$ cat src/rtl/rsc_pkg.sv
package rsc_pkg;
  typedef enum logic [1:0] {
    ST_IDLE  = 2'd0,
    ST_RUN   = 2'd1,
    ST_RSVD  = 2'd2,
    ST_PAUSE = 2'd3
  } run_st_e;
endpackage

$ cat src/rtl/rsc_delay_line.sv
module rsc_delay_line #(
  parameter int DEPTH = 3
) (
  input  logic clk_i,
  input  logic rst_ni,
  input  logic flush_i,
  input  logic in_i,
  output logic out_o
);
  logic [DEPTH-1:0] sr_q;

  generate
    if (DEPTH == 1) begin : g_single
      always_ff @(posedge clk_i or negedge rst_ni) begin
        if (!rst_ni) sr_q <= '0;
        else         sr_q <= in_i;
      end
    end else begin : g_shift
      always_ff @(posedge clk_i or negedge rst_ni) begin
        if (!rst_ni)      sr_q <= '0;
        else if (flush_i) sr_q <= {{(DEPTH-1){1'b0}}, in_i};
        else              sr_q <= {sr_q[DEPTH-2:0], in_i};
      end
    end
  endgenerate

  assign out_o = sr_q[DEPTH-1];
endmodule

$ cat src/rtl/rsc_engine_pos.sv
module rsc_engine_pos
  import rsc_pkg::*;
#(
  parameter int POS_W = 4
) (
  input  logic             clk_i,
  input  logic             rst_ni,
  input  run_st_e          state_i,
  input  logic             avail_i,
  output logic             pop_o,
  output logic [POS_W-1:0] pos_o
);
  logic [POS_W-1:0] pos_q;

  assign pop_o = (state_i == ST_RUN) && avail_i;

  always_ff @(posedge clk_i or negedge rst_ni) begin
    if (!rst_ni)                 pos_q <= '0;
    else if (state_i == ST_IDLE) pos_q <= '0;
    else if (pop_o)              pos_q <= pos_q + 1'b1;
  end

  assign pos_o = pos_q;
endmodule

$ cat src/rtl/rsc_run_ctrl.sv
module rsc_run_ctrl
  import rsc_pkg::*;
#(
  parameter int HOST_DLY = 3,
  parameter int ENG_DLY  = 3,
  parameter int POS_W    = 4
) (
  input  logic             clk_i,
  input  logic             rst_ni,
  input  logic             wr_en_i,
  input  logic             wr_sel_i,
  input  logic [1:0]       wr_data_i,
  input  logic             master_cfg_i,
  input  logic             err_set_i,
  input  logic             item_avail_i,
  output logic [7:0]       rd_data_o,
  output logic             err_irq_o,
  output logic             eng_run_o,
  output logic             eng_hold_o,
  output logic             pop_o,
  output logic [POS_W-1:0] pos_o
);
  run_st_e cur_q, tgt_q;
  logic    valid_q, err_q;
  logic    soft_rst, accept, host_out, done;
  run_st_e req;

  assign req      = run_st_e'(wr_data_i);
  assign soft_rst = wr_en_i && wr_sel_i && wr_data_i[0];
  assign accept   = wr_en_i && !wr_sel_i && valid_q && (req != ST_RSVD);

  // register-side stage, then engine-side stage
  rsc_delay_line #(.DEPTH(HOST_DLY)) u_host_dly (
    .clk_i(clk_i), .rst_ni(rst_ni), .flush_i(soft_rst),
    .in_i(accept || soft_rst), .out_o(host_out)
  );
  rsc_delay_line #(.DEPTH(ENG_DLY)) u_eng_dly (
    .clk_i(clk_i), .rst_ni(rst_ni), .flush_i(soft_rst),
    .in_i(host_out && !soft_rst), .out_o(done)
  );

  always_ff @(posedge clk_i or negedge rst_ni) begin
    if (!rst_ni) begin
      cur_q   <= ST_IDLE;
      tgt_q   <= ST_IDLE;
      valid_q <= 1'b1;
    end else if (soft_rst) begin
      cur_q   <= ST_IDLE;
      tgt_q   <= ST_IDLE;
      valid_q <= 1'b0;
    end else if (done) begin
      cur_q   <= tgt_q;
      valid_q <= 1'b1;
    end else if (accept) begin
      tgt_q   <= req;
      valid_q <= 1'b0;
    end
  end

  // clear beats set on the same edge
  always_ff @(posedge clk_i or negedge rst_ni) begin
    if (!rst_ni)                                 err_q <= 1'b0;
    else if (soft_rst || (accept && req == ST_IDLE)) err_q <= 1'b0;
    else if (err_set_i)                          err_q <= 1'b1;
  end

  rsc_engine_pos #(.POS_W(POS_W)) u_pos (
    .clk_i(clk_i), .rst_ni(rst_ni), .state_i(cur_q),
    .avail_i(item_avail_i), .pop_o(pop_o), .pos_o(pos_o)
  );

  assign rd_data_o  = {3'b000, master_cfg_i, 1'b0, valid_q, cur_q};
  assign err_irq_o  = err_q;
  assign eng_run_o  = (cur_q == ST_RUN);
  assign eng_hold_o = (cur_q == ST_PAUSE);
endmodule

$ cat config.mk
export PLATFORM = sky130hd
export DESIGN_NAME = rsc_run_ctrl
export DESIGN_NICKNAME = d
export VERILOG_FILES = /design/src/rtl/rsc_pkg.sv /design/src/rtl/rsc_delay_line.sv /design/src/rtl/rsc_engine_pos.sv /design/src/rtl/rsc_run_ctrl.sv
export SDC_FILE = /design/constraint.sdc
export NUM_CORES = 1
export LEC_CHECK = 0
export BUFFER_PORTS_ARGS = -buffer_cell sky130_fd_sc_hd__buf_2
export CORE_MARGIN = 2
export CORE_UTILIZATION = 35
export DETAILED_ROUTE_END_ITERATION = 12
export GPL_TIMING_DRIVEN = 1
export PLACE_DENSITY_LB_ADDON = 0.12
export SYNTH_ARGS = -nofsm -noshare
export SYNTH_HDL_FRONTEND = slang
export SYNTH_HIERARCHICAL = 1
export SYNTH_SLANG_ARGS = --single-unit
$ cat constraint.sdc
create_clock -name clk_i -period 1.2 [get_ports clk_i]
set_input_delay 0.06 -clock clk_i [delete_from_list [all_inputs] [get_ports clk_i]]
set_output_delay 0.06 -clock clk_i [all_outputs]
set_load 0.03 [all_outputs]
# Yosys cells after proc, flatten, opt, wreduce, memory -nomap -nowiden
# Cells that the tools add are included.
[classes] add_sub_neg=1 mul=0 div_mod_pow=0 magnitude_cmp=0 n_eq_ne=4 n_shift=0 mux=14 n_bitwise=0 reduce_logical=20
[ops] cell="$mux 2" n=5
[ops] cell="$logic_and 1x1->1" n=8
[ops] cell="$mux 4" n=2
[ops] cell="$reduce_bool 2->1" n=4
[ops] cell="$mux 3" n=2
[ops] cell="$mux 1" n=5
[ops] cell="$add 4x1->4 const B" n=1
[ops] cell="$logic_not 2->1" n=2
[ops] cell="$ne 2x2->1 const B" n=2
[ops] cell="$reduce_bool 3->1" n=1
[ops] cell="$eq 2x1->1 const B" n=1
[ops] cell="$eq 2x2->1 const B" n=1
[ops] cell="$logic_not 1->1" n=2
[ops] cell="$logic_or 1x1->1" n=2
[ops] cell="$reduce_and 2->1" n=1
[word_totals] regBits=16 latchBits=0 ram_bits=0 romBits=0 input_bits=9 output_inout_bits=16 elab_cells=46 n_memories=0

# Logic depth before layout (Yosys ltp)
[logic_depth] depth_word=7 depth_mapped=4 depth_no_buf=4

# Modules after synthesis
# Netlist, hierarchy kept.
[by_module_without_submodules] module="rsc_run_ctrl" instances=1 cells_per_inst=41 area_each_um2=381.6 seq_area_each_um2=151.4
[by_module_without_submodules] module="rsc_engine_pos" instances=1 cells_per_inst=21 area_each_um2=221.5 seq_area_each_um2=100.1
[by_module_without_submodules] module="rsc_delay_line" instances=2 cells_per_inst=5 area_each_um2=87.6 seq_area_each_um2=75.1

# Least setup slack after synthesis
# Ideal clock, no wire load.
[synth_path] path_kind="register -> register" startpoint="register cur_q[1]" endpoint="register u_pos.pos_q[0] (netlist: u_pos/pos_o[0])" setup_ns=0.066 arrival_time_ns=1.317 required_time_ns=1.134 setup_slack_ns=-0.183 stages_incl_launch_ff=4 n_path_buf=0 synth_period_minus_slack_ns=1.383 cell_sequence="dfrtp_1 nand2b_2 nor2_2 mux2_2"
[synth_between] elab_chain_cells=3 word_cells_on_any_way=5 cone_classes="eq/ne: 1; mux: 1; reduce/logical: 3"
[synth_lines] item="start, declared" line_no="rsc_run_ctrl.sv:23" text="run_st_e cur_q, tgt_q;"
[synth_lines] item="start signal, assigned" line_no="rsc_run_ctrl.sv:52" text="cur_q <= tgt_q;"
[synth_lines] item="$eq 2x1->1" line_no="rsc_engine_pos.sv:15" text="assign pop_o = (state_i == ST_RUN) && avail_i;"
[synth_lines] item="$logic_and 1x1->1" line_no="rsc_engine_pos.sv:15"
[synth_lines] item="named net pop_o" line_no="rsc_run_ctrl.sv:20" text="output logic pop_o,"
[synth_lines] item="$reduce_bool 2->1 (no source line)"
[synth_lines] item="end signal, assigned" line_no="rsc_engine_pos.sv:20" text="else if (pop_o) pos_q <= pos_q + 1'b1;"
[synth_lines] item="end, declared" line_no="rsc_engine_pos.sv:13" text="logic [POS_W-1:0] pos_q;"
# The timed path passes the listed nets, and every way through them passes these cells.
# A chain may end at the register's enable or synchronous reset.

# Final worst setup path
[layout_path] startpoint="register valid_q" endpoint="register tgt_q[1]"
[layout_between] elab_chain_cells=4
[layout_lines] item="start, declared" line_no="rsc_run_ctrl.sv:24" text="logic valid_q, err_q;"
[layout_lines] item="start signal, assigned" line_no="rsc_run_ctrl.sv:46" text="valid_q <= 1'b1;"
[layout_lines] item="start signal, assigned" line_no="rsc_run_ctrl.sv:50" text="valid_q <= 1'b0;"
[layout_lines] item="start signal, assigned" line_no="rsc_run_ctrl.sv:53" text="valid_q <= 1'b1;"
[layout_lines] item="$logic_and 1x1->1 (2 in a row)" line_no="rsc_run_ctrl.sv:30" text="assign accept = wr_en_i && !wr_sel_i && valid_q && (req != ST_RSVD);"
[layout_lines] item="$reduce_bool 2->1 (no source line)"
[layout_lines] item="$reduce_and 2->1 (no source line)"
[layout_lines] item="end signal, assigned" line_no="rsc_run_ctrl.sv:55" text="tgt_q <= req;"
[layout_lines] item="end, declared" line_no="rsc_run_ctrl.sv:23"
# No other way between the ends.

==> summary.md <==
| Metric | Value |
|---|---|
| Status | `finished clean` |
| TritonCTS clock tree | `done` |
| Finished Core Util | `47.4%` |
| Die Y | `51.2 µm` |
| Storage cell area | `between 400 and 500 µm²` |
| CP Launch Type | `flop` |
| WL final | `between 1500 and 2000 µm` |
| Area post-placement | `between 900 and 1000 µm²` |
| Fmax | `849 MHz` |
| CP Capture Type | `flop` |
| Htree depth | `1` |
| Cells on worst reg2reg path | `3` |
| First-pass GRT wire length | `~2500 µm` |
| Multi-input combinational cell area | `354 µm²` |
| Syn Area/Cell | `10.8 µm²` |
| Drt first pass iters | `4` |
| Mapped Area | `between 700 and 800 µm²` |
| Final period utilization | `98.2%` |
| Area growth from synthesis to layout | `30.9%` |
| Initial antenna violation count | `0` |
| CP required | `~1.4 ns` |
| Die area | `around 2600 µm²` |
| Grt ovf | `0` |
| Reg2reg end | `tgt_q[1]` |
| Sequential area share after synthesis | `between 50% and 60%` |
| Placed cell count | `roughly 120` |
| Largest net degree at the start of global routing | `17` |
| Iter 0 DRT Violations | `5` |
| #FFs+latches synth | `16` |
| Worst slack at placement | `around 0.031 ns` |
| Finished Cell Area | `1020 µm²` |
| CP max FO | `3` |
| Post-Syn Instances | `72` |
| # IOs | `25` |
| Slowest CP cell | `dfstp_2` |
| Nets@finish | `108` |
| Worst vdd ir | `between 0.7 and 0.8 mV` |
| Layout cells sized above 1 | `42.3%` |
| Crit. Startpoint | `valid_q` |
| CP max stage delay | `0.57 ns` |
| Vias per cell | `4.73` |
| Total power | `~1.2 mW` |
| Final Setup Violations | `0` |
| Most frequent cells in the layout | `buf_2, dfrtp_1, nor2b_1` |
| Placer Congestion | `0.683` |
| Most common cell after layout, fill and taps aside | `buf_2` |
| Row cnt | `17` |
| CTS max path bufs | `2` |
| Cts bufs inserted | `3` |
| Antenna-violating nets left | `0` |
| Crit path time final | `1.18 ns` |
| Clock-pin slew on the worst setup and hold paths | `0.10 ns` |
| Detailed Place HPWL | `roughly 1100 µm` |
| Post-route DRC | `0` |
| Final Hold Viols | `0` |
| Min-delay worst type | `in2reg` |
| Critical Path Sink | `tgt_q[1]` |
| CTS sink cnt | `16` |
| Die span in x | `51.2 µm` |
| Total GRT Usage | `13.0%` |
| Post-Layout Cell Count | `125` |
| RSZ-0062 raised after global routing | `yes` |
| Fill cell count | `between 200 and 250` |
| Antenna cells | `0` |
| Cell variety after synth | `31` |
| WL/cell | `12.1 µm` |
| Via count | `591` |
| Later-pin clock latency in the skew report | `0.29 ns` |
| WP data arrival | `approximately 1.4 ns` |
| Critical-path cell list | `nand3b_4 > or3_1 > o211a_1` |
| Initial Utilization | `36.2%` |
| Slew Viols, Final | `0` |
| CTS root buffer | `clkbuf_4` |
| Worst r2r src | `valid_q` |
| Setup WS post-layout | `0.0217 ns` |
| Vias in the first global route | `546` |
| Final clock skew | `0.00725 ns` |
| Synth Warn # | `6` |
| Critical path class | `reg2reg` |
| Core Box Area | `2150 µm²` |
| MaxCap Viol Count | `0` |
| Worst R2R Setup Slack | `0.02 ns` |
| Buffers on Ports | `18` |
| Leakage | `0.533 nW` |
| Pwr dens | `around 1200 nW/µm²` |
[timing repair]
item / 4_1_cts / 5_1_grt
setup endpoints to repair: 4 / 8
hold buffers: 1 / 0
pin swaps: 0 / 0
hold endpoints to repair: 16 / 0
gates resized for setup: 9 / 5
buffers inserted: 2 / 0
[power by group]
group / switching [mW] / total, mW / internal, mW
Sequential: 0.0364 / 0.618 / 0.582
Combinational: 0.144 / 0.248 / 0.105
Clock: 0.169 / 0.354 / 0.185
[per-stage QoR]
step	hold WS [ns]	setup TNS, ns
after floorplan	-0.236	-0.0332
after global placement	-0.00626	0
after detailed placement	-0.00289	0
after CTS	0.0262	0
after global routing	0.0780	-0.0495
final	0.0347	0
[cell usage after synthesis]
cell type / n / area, µm²
conb_1: 1 / 3.75
a22o_1: 2 / 17.5
dfstp_2: 1 / 26.3
nor2_1: 3 / 11.3
mux2_2: 1 / 11.3
nand2b_2: 1 / 8.76
nand3b_4: 1 / 20.0
nor2_2: 1 / 6.26
nand2b_1: 1 / 6.26
nor2b_1: 7 / 43.8
a21oi_1: 1 / 5.00
inv_1: 4 / 15.0
a21o_1: 3 / 22.5
nor3_1: 4 / 20.0
mux2i_1: 2 / 20.0
ha_1: 1 / 12.5
nand4_1: 1 / 6.26
buf_4: 6 / 45.0
nand2_1: 2 / 7.51
o211a_1: 1 / 10.0
dfrtp_1: 15 / 375
nand3_1: 2 / 10.0
nor3b_1: 1 / 7.51
nor4_1: 1 / 6.26
o311ai_1: 1 / 8.76
or3_1: 1 / 6.26
o21ai_0: 2 / 10.0
and2_1: 2 / 12.5
a41oi_1: 1 / 8.76
clkbuf_2: 1 / 5.00
o22a_1: 1 / 8.76
[critical path, delay by kind of cell (launching register included)]
family | cells | cell delay (ns)
AND/OR/NAND/NOR | 2 | 0.38
flip-flops | 1 | 0.57
AO/OA/AOI/OAI | 1 | 0.13
[per-layer routing]
layer	share of wire [%]	global-route usage, %	vias to the layer above
met5	0	0	-
met4	0	2.70	0
met3	6.8	5.26	0
met2	43	18.0	20
met1	51	19.0	282
li1	-	-	289
[how the worst min path moves through the flow]
stage | startpoint | to | slack (ns) | cells past startpoint
final | err_set_i | err_irq_o | 0.03 | 3
after floorplan | rst_ni | cur_q[0] | -0.24 | 0
after CTS | err_set_i | err_irq_o | 0.03 | 3
after detailed placement | rst_ni | u_eng_dly/sr_q[1] | -0.003 | 1
after global routing | err_set_i | err_irq_o | 0.08 | 3
after global placement | rst_ni | u_eng_dly/sr_q[1] | -0.006 | 1
[logic make-up after synthesis]
kind of cell	after synthesis	synth area share [%]
compound gates	12	11.7
fa+ha+maj	1	1.61
buf+inv	11	8.36
flops	16	51.6
mux	3	4.02
other cells	1	0.482
simple gates	28	22.2
[registers in the layout (all words and copies together) (netlist names)]
name             count
u_host_dly/sr_q      3
u_eng_dly/sr_q       3
valid_q              1
cur_q                2
err_irq_o            1
tgt_q                2
u_pos/pos_o          4
[area by class of cell]
class	instances	area share (%)
well taps	28	3.44
repair buffers	25	16.7
clock buffers	4	3.56
flip-flops and latches	16	40.0
multi-input cells	48	34.8
inverters	4	1.47
Note: power is estimated with default switching activity, not from simulation.
